**config.mk**
```make
export PLATFORM = sky130hd
export DESIGN_NAME = nest_irq_ctrl
export DESIGN_NICKNAME = d
export VERILOG_FILES = /design/src/rtl/nic_pkg.sv /design/src/rtl/nic_regs.sv /design/src/rtl/nic_mask_pipe.sv /design/src/rtl/nic_pending.sv /design/src/rtl/nic_arbiter.sv /design/src/rtl/nest_irq_ctrl.sv
export SDC_FILE = /design/constraint.sdc
export NUM_CORES = 1
export LEC_CHECK = 0
export ABC_AREA = 1
export BUFFER_PORTS_ARGS = -buffer_cell sky130_fd_sc_hd__buf_2
export CORE_MARGIN = 3
export CORE_UTILIZATION = 51
export DETAILED_ROUTE_END_ITERATION = 16
export PLACE_DENSITY = 0.73
export SYNTH_ARGS = -nofsm -noshare
export SYNTH_HDL_FRONTEND = slang
export SYNTH_SLANG_ARGS = --single-unit
```
**constraint.sdc**
```tcl
create_clock -name clk -period 2.42 [get_ports clk]
set_clock_uncertainty 0.1 [all_clocks]
set_input_delay 0.484 -clock clk [delete_from_list [all_inputs] [get_ports clk]]
set_output_delay 0.484 -clock clk [all_outputs]
set_load 0.005 [all_outputs]
```
**src/rtl/nic_pkg.sv**
```systemverilog
// Shared definitions for the nesting interrupt controller.
// Assumes a 2-bit register address space.
package nic_pkg;

    // Register address map
    typedef enum logic [1:0] {
        ADR_ENABLE = 2'd0,
        ADR_RAISE  = 2'd1,
        ADR_LOWER  = 2'd2,
        ADR_COUNT  = 2'd3
    } nic_addr_e;

    // Source numbering; the arbiter favours the higher index
    localparam int SRC_DAC_OUT  = 0;
    localparam int SRC_CTRL     = 1;
    localparam int SRC_DATA     = 2;
    localparam int SRC_ADC_IN   = 3;
    localparam int SRC_SER_TX   = 4;
    localparam int SRC_SER_RX   = 5;
    localparam int SRC_TIMER0   = 6;
    localparam int SRC_TIMER1   = 7;
    localparam int SRC_RATECONV = 8;
    localparam int SRC_SIDEMOD  = 9;

endpackage

```
**src/rtl/nic_regs.sv**
```systemverilog
// Register file: enable mask plus the saturating nesting counter.
// Assumes at most one bus write per cycle. Acceptance and a bus strobe
// may coincide, and their increments add. A lower strobe only acts
// when the counter was nonzero before the edge.
module nic_regs #(
    parameter int NSRC = 10,
    parameter int CNTW = 4
) (
    input  logic            clk,
    input  logic            rst_n,
    input  logic            bus_we,
    input  logic [1:0]      bus_addr,
    input  logic [NSRC-1:0] bus_wdata,
    input  logic            accept,
    output logic [NSRC-1:0] enable_q,
    output logic [CNTW-1:0] count_q,
    output logic [NSRC-1:0] bus_rdata
);
    import nic_pkg::*;

    localparam int SUMW = CNTW + 2;
    localparam logic [SUMW-1:0] CNT_MAX = SUMW'((1 << CNTW) - 1);

    logic            en_wr;
    logic            raise_wr;
    logic            lower_wr;
    logic            lower_ok;
    logic [SUMW-1:0] sum;
    logic [CNTW-1:0] count_d;

    // Decode the bus strobes
    always_comb begin
        en_wr    = bus_we && (nic_addr_e'(bus_addr) == ADR_ENABLE);
        raise_wr = bus_we && (nic_addr_e'(bus_addr) == ADR_RAISE);
        lower_wr = bus_we && (nic_addr_e'(bus_addr) == ADR_LOWER);
        lower_ok = lower_wr && (count_q != '0);
    end

    // Next counter value: add raises, drop lowers, clip at the top
    always_comb begin
        sum = SUMW'(count_q) + SUMW'(raise_wr) + SUMW'(accept) - SUMW'(lower_ok);
        if (sum > CNT_MAX) begin
            count_d = CNT_MAX[CNTW-1:0];
        end else begin
            count_d = sum[CNTW-1:0];
        end
    end

    // Enable mask register
    always_ff @(posedge clk) begin
        if (!rst_n) begin
            enable_q <= '0;
        end else if (en_wr) begin
            enable_q <= bus_wdata;
        end
    end

    // Nesting counter register
    always_ff @(posedge clk) begin
        if (!rst_n) begin
            count_q <= '0;
        end else begin
            count_q <= count_d;
        end
    end

    // Read mux
    always_comb begin
        case (nic_addr_e'(bus_addr))
            ADR_ENABLE: bus_rdata = enable_q;
            ADR_COUNT:  bus_rdata = NSRC'(count_q);
            default:    bus_rdata = '0;
        endcase
    end

    AST_CNT_SATURATES: assert property (@(posedge clk) disable iff (!rst_n)
        (count_q == CNT_MAX[CNTW-1:0] && raise_wr) |=> (count_q == CNT_MAX[CNTW-1:0]));
    AST_CNT_FLOOR: assert property (@(posedge clk) disable iff (!rst_n)
        (count_q == '0 && lower_wr && !accept) |=> (count_q == '0));
    AST_ACCEPT_BUMPS: assert property (@(posedge clk) disable iff (!rst_n)
        (accept && !bus_we && count_q != CNT_MAX[CNTW-1:0]) |=> (count_q == $past(count_q) + 1'b1));
    AST_RAISE_BUMPS: assert property (@(posedge clk) disable iff (!rst_n)
        (raise_wr && !accept && count_q != CNT_MAX[CNTW-1:0]) |=> (count_q == $past(count_q) + 1'b1));

endmodule

```
**src/rtl/nic_mask_pipe.sv**
```systemverilog
// Fixed-latency delay line for the effective source mask.
// Assumes LAT >= 1. Every change of the effective mask reaches the
// output exactly LAT edges after it appears at the input. Resets to
// all-blocked.
module nic_mask_pipe #(
    parameter int NSRC = 10,
    parameter int LAT  = 6
) (
    input  logic            clk,
    input  logic            rst_n,
    input  logic [NSRC-1:0] mask_in,
    output logic [NSRC-1:0] mask_out
);
    logic [NSRC-1:0] stg [LAT];

    for (genvar g = 0; g < LAT; g++) begin : g_stage
        if (g == 0) begin : g_head
            // First stage samples the live mask
            always_ff @(posedge clk) begin
                if (!rst_n) stg[g] <= '0;
                else        stg[g] <= mask_in;
            end
        end else begin : g_body
            // Later stages shift the mask one cycle along
            always_ff @(posedge clk) begin
                if (!rst_n) stg[g] <= '0;
                else        stg[g] <= stg[g-1];
            end
        end
    end

    assign mask_out = stg[LAT-1];

endmodule

```
**src/rtl/nic_pending.sv**
```systemverilog
// Pending latches, one per source.
// Assumes that clr is at most one-hot. A new request in the same cycle
// as the clear of that source wins, so the request is not lost.
module nic_pending #(
    parameter int NSRC = 10
) (
    input  logic            clk,
    input  logic            rst_n,
    input  logic [NSRC-1:0] src_req,
    input  logic [NSRC-1:0] clr,
    output logic [NSRC-1:0] pend_q
);
    // Set on request, drop on acceptance of that source
    always_ff @(posedge clk) begin
        if (!rst_n) pend_q <= '0;
        else        pend_q <= (pend_q & ~clr) | src_req;
    end

    AST_PEND_HELD: assert property (@(posedge clk) disable iff (!rst_n)
        1'b1 |=> ((($past(pend_q) & ~$past(clr)) & ~pend_q) == '0));
    AST_PEND_CLEAR_ONE: assert property (@(posedge clk) disable iff (!rst_n)
        $onehot0(clr));

endmodule

```
**src/rtl/nic_arbiter.sv**
```systemverilog
// Fixed-priority selector: the highest set bit of the request vector
// wins. Purely combinational. Assumes NSRC <= 2**IDXW.
module nic_arbiter #(
    parameter int NSRC = 10,
    parameter int IDXW = 4
) (
    input  logic            clk,
    input  logic            rst_n,
    input  logic [NSRC-1:0] req,
    output logic            any,
    output logic [IDXW-1:0] idx,
    output logic [NSRC-1:0] grant
);
    // Scan upward so the last hit is the highest index
    always_comb begin
        idx = '0;
        for (int i = 0; i < NSRC; i++) begin
            if (req[i]) idx = IDXW'(i);
        end
        any   = |req;
        grant = any ? (NSRC'(1) << idx) : '0;
    end

    AST_WINNER_HIGHEST: assert property (@(posedge clk) disable iff (!rst_n)
        any |-> ((req >> (idx + 1'b1)) == '0 && req[idx]));

endmodule

```
**src/rtl/nest_irq_ctrl.sv**
```systemverilog
// Nesting global interrupt controller top.
// Assumes one bus access per cycle and single-cycle request and
// acknowledge pulses. Outputs are combinational from registers. An
// acknowledge only counts while cpu_irq is high, and it retires the
// presented source.
module nest_irq_ctrl #(
    parameter int NSRC = 10,
    parameter int CNTW = 4,
    parameter int LAT  = 6
) (
    input  logic            clk,
    input  logic            rst_n,
    input  logic            bus_we,
    input  logic [1:0]      bus_addr,
    input  logic [NSRC-1:0] bus_wdata,
    output logic [NSRC-1:0] bus_rdata,
    input  logic [NSRC-1:0] src_req,
    output logic            cpu_irq,
    output logic [$clog2(NSRC)-1:0] cpu_vec,
    input  logic            cpu_ack
);
    localparam int IDXW = $clog2(NSRC);
    localparam int RUNW = $clog2(LAT + 1);

    logic [NSRC-1:0] enable_q;
    logic [CNTW-1:0] count_q;
    logic [NSRC-1:0] eff_mask;
    logic [NSRC-1:0] mask_d;
    logic [NSRC-1:0] pend_q;
    logic [NSRC-1:0] grant;
    logic [NSRC-1:0] clr;
    logic            accept;
    logic [RUNW-1:0] blk_run;

    nic_regs #(.NSRC(NSRC), .CNTW(CNTW)) u_regs (
        .clk       (clk),
        .rst_n     (rst_n),
        .bus_we    (bus_we),
        .bus_addr  (bus_addr),
        .bus_wdata (bus_wdata),
        .accept    (accept),
        .enable_q  (enable_q),
        .count_q   (count_q),
        .bus_rdata (bus_rdata)
    );

    // Live mask: enabled sources, but only while the counter is zero
    always_comb eff_mask = (count_q == '0) ? enable_q : '0;

    nic_mask_pipe #(.NSRC(NSRC), .LAT(LAT)) u_pipe (
        .clk      (clk),
        .rst_n    (rst_n),
        .mask_in  (eff_mask),
        .mask_out (mask_d)
    );

    nic_pending #(.NSRC(NSRC)) u_pend (
        .clk     (clk),
        .rst_n   (rst_n),
        .src_req (src_req),
        .clr     (clr),
        .pend_q  (pend_q)
    );

    nic_arbiter #(.NSRC(NSRC), .IDXW(IDXW)) u_arb (
        .clk   (clk),
        .rst_n (rst_n),
        .req   (pend_q & mask_d),
        .any   (cpu_irq),
        .idx   (cpu_vec),
        .grant (grant)
    );

    // Acceptance handshake and the pending clear it causes
    always_comb begin
        accept = cpu_ack && cpu_irq;
        clr    = accept ? grant : '0;
    end

    // Checker-side count of consecutive cycles with a nonzero counter
    always_ff @(posedge clk) begin
        if (!rst_n)                       blk_run <= '0;
        else if (count_q == '0)           blk_run <= '0;
        else if (blk_run < RUNW'(LAT))    blk_run <= blk_run + 1'b1;
    end

    AST_BLOCKED_QUIET: assert property (@(posedge clk) disable iff (!rst_n)
        (blk_run == RUNW'(LAT)) |-> !cpu_irq);
    AST_IDLE_ACK_NOP: assert property (@(posedge clk) disable iff (!rst_n)
        (cpu_ack && !cpu_irq && !bus_we) |=> $stable(count_q));
    AST_IRQ_IS_PENDING: assert property (@(posedge clk) disable iff (!rst_n)
        cpu_irq |-> pend_q[cpu_vec]);

endmodule

```
==> results.md <==
* Share of cells above drive strength 1 at 27.3%
* Least-Margin Pin Slew at 520 ps
* Leakage at 2.19 nW
* Die width at 84.9 um
* Top cell type's share of synthesized area at 52.9%
* Crit path max fanout at 4
* Clock buffer depth at 2
* Post-synthesis adder-cell area fraction at 5.35%
* # nets final at 489
* Post-synthesis simple-gate area fraction at 20.6%
* Mapped Area at 3180 um^2
* Post-Synthesis Mean Instance Area at 8.21 um^2
* Hold Path Class: in -> reg
* Fin crit share at 102%
* Cells after synthesis at 387
* Iter 0 DRT Violations at 78
* Max-cap violations at 0
* Clock transition at path regs at 90 ps
* Slew headroom at 65.3%
* FFs w/ async S/R, synth at 0%
* Commonest cells post-synth: nand2_1, inv_1, dfxtp_1
* Detailed placement HPWL at 3980 um
* Grt total ovfl at 0
* Critical path data required time at 2560 ps
* Worst Setup End Kind: flip-flop
* Initial antenna violation count at 0
* Core footprint at 5990 um^2
* Finished Cell Area at 4020 um^2
* Largest net degree at the start of global routing at 23
* Clock Sinks at 84
* Final wirelength at 5600 um
* Final min period at 2480 ps
* EDFF count, synth at 0
* Fraction of synthesized area in multiplexers at 0%
* Setup-failing EPs final at 4
* Total Routing Usage GR at 17.2%
* Router iterations before antenna repair at 4
* Setup ws final at -59.1 ps
* Yosys warns at 0
* Post-synthesis register bit count at 84
* Synth cell types at 30
* # IOs at 41
* Dominant synthesized flop cell: dfxtp_1
* Pwr dens at 947 nW/um^2
* RSZ-0062 raised after global routing: true
* Slew Limit Fails at 0
* Max Freq at 403 MHz
* Starting Density at 53.0%
* Global placer's final weighted congestion at 0.851
* Seq/Total Area, Yosys at 52.9%
* H-tree Lvls at 3
* Hold Vio Cnt, Final at 0
* Compound-Gate Fraction of Synth Area at 7.56%
* Vias in the first global route at 2448
* Filler cells at 504
* Crit path kind: in -> reg
* Multi-input gate area at 1270 um^2
* DRC Markers at 0
* Data arrival, critical path at 2620 ps
* CTS root buf: clkbuf_8
* Die ar. at 7210 um^2
* Die height at 84.9 um
* Sequential cell area at 1680 um^2
* Drt via density at 4.61
* Status: complete, but fails checks
* Final Util at 67.0%
* ANT nets after route at 0
* Placed cell areas at 3650 um^2
* Synthesized netlist net count at 426
* Xor/xnor share of the synthesized area at 1.65%
* Largest family of logic cells by synthesized area: simple AND/OR/NAND/NOR gates
* Synth area leaders: dfxtp_1, nand2_1, inv_1
* Peak supply drop at 0.000539 V
* Hold_ws at 241 ps
* Crit start category: input port
* Failing checks: negative setup slack
* WL/cell at 10.6 um
* Clock insertion delay at the later pin of the skew report at 340 ps
* I/O Buffers at 40
* Row Count at 28
* Via count at 2442
* CTS tree: done
* Leading area contributor after synthesis: dfxtp_1
* First-pass GRT wire length at 10000 um
* CTS Buf Count at 9
* Diodes inserted at 0
* P&R area growth vs syn at 26.3%
* Count leader, synth: nand2_1
## path summary, 6_finish.rpt
kind	slack, ps	depth (start not counted)	to	start
setup / recovery	-60	18	u_regs.count_q[0]	bus_addr[1]
hold / removal	240	3	u_pend.pend_q[1]	src_req[1]
setup reg to reg	-30	14	u_regs.count_q[0]	u_regs.count_q[1]
hold reg to reg	310	2	u_pipe.stg[2][6]	u_pipe.stg[1][16]
## timing repair
item	in CTS	in global routing
hold buffers	0	0
pin swaps	8	9
buffers inserted	2	0
cloned	0	0
gates resized for setup	9	13
endpoints found under the setup margin	4	4
## state kept, by name (all words and copies together) (netlist names)
signal	cells
u_pend.pend_q	10
u_regs.count_q	4
u_regs.enable_q	10
u_pipe.stg	60
## final cells by class
class | count | share of cell area [%]
clock buffers | 9 | 3.09
clock inverters | 7 | 3.05
inverters | 90 | 8.73
multi-input cells | 203 | 31.7
flip-flops and latches | 84 | 41.9
well taps | 75 | 2.34
repair buffers | 62 | 9.16
## worst max-delay path: stages
cell and delay (ps):
buf_4 140, inv_12 30, ha_4 140, nand2_2 60, inv_2 40, ha_4 150
nand3_1 120, xor2_2 180, inv_1 70, ha_1 310, nand2_1 90, clkinv_1 90
nand4_1 90, nand3_1 120, xnor2_2 210, nand2_4 100, o21ai_2 130, inv_1 50
## layout by cell type (no fill, tap or decap), types with 2 or more instances in the layout
cell | synthesis | final
buf_2 | 3 | 39
o21ai_0 | 10 | 10
nand2_2 | 7 | 9
nor3_1 | 6 | 6
xor2_1 | 4 | 2
clkbuf_8 | 0 | 9
inv_2 | 3 | 5
a21oi_1 | 26 | 26
dfxtp_1 | 84 | 82
o21ai_1 | 6 | 2
dfxtp_2 | 0 | 2
nor2_4 | 1 | 2
nand4_1 | 5 | 5
nor2_1 | 15 | 14
bufinv_16 | 0 | 3
buf_4 | 0 | 23
ha_1 | 12 | 6
xor2_2 | 0 | 2
clkinv_1 | 2 | 2
o21ai_2 | 0 | 4
nand3_1 | 9 | 8
nand2_4 | 3 | 4
nand2_1 | 86 | 83
inv_1 | 85 | 82
nand3_2 | 1 | 2
nor3_2 | 2 | 2
ha_4 | 0 | 6
## cell families (layout without fill, tap and decap cells)
family,count (synthesis),after routing
AO/OA/AOI/OAI,45,45
XOR/XNOR,6,6
adder cells (fa/ha/maj),13,13
buffers and inverters,100,168
flip-flops,84,84
AND/OR/NAND/NOR,139,139
## power by group
part           total, mW  switching (mW)  internal, mW
registers           1.50          0.0513          1.45
clock network       1.18           0.491         0.694
logic               1.12           0.585         0.532
## layer usage
layer | global-route usage [%] | vias to the layer above | wire, um
met1 | 18.7 | 1086 | 2400
met2 | 30.6 | 58 | 2760
met5 | 0 | - | 0
li1 | - | 1288 | -
met4 | 7.19 | 0 | 93
met3 | 5.83 | 10 | 342
## stage by stage
step	power [mW]	setup TNS, ps	worst slack, ps	std cells
6_report	3.80	-198	-59.1	530
5_1_grt	4.00	-718	-210	530
4_1_cts	3.66	0	1.18	530
3_5_place_dp	2.39	-1650	-428	512
3_3_place_gp	2.34	-1070	-269	512
2_1_floorplan	2.07	-82.6	-20.7	387
Power figures use the tool's default switching activity.
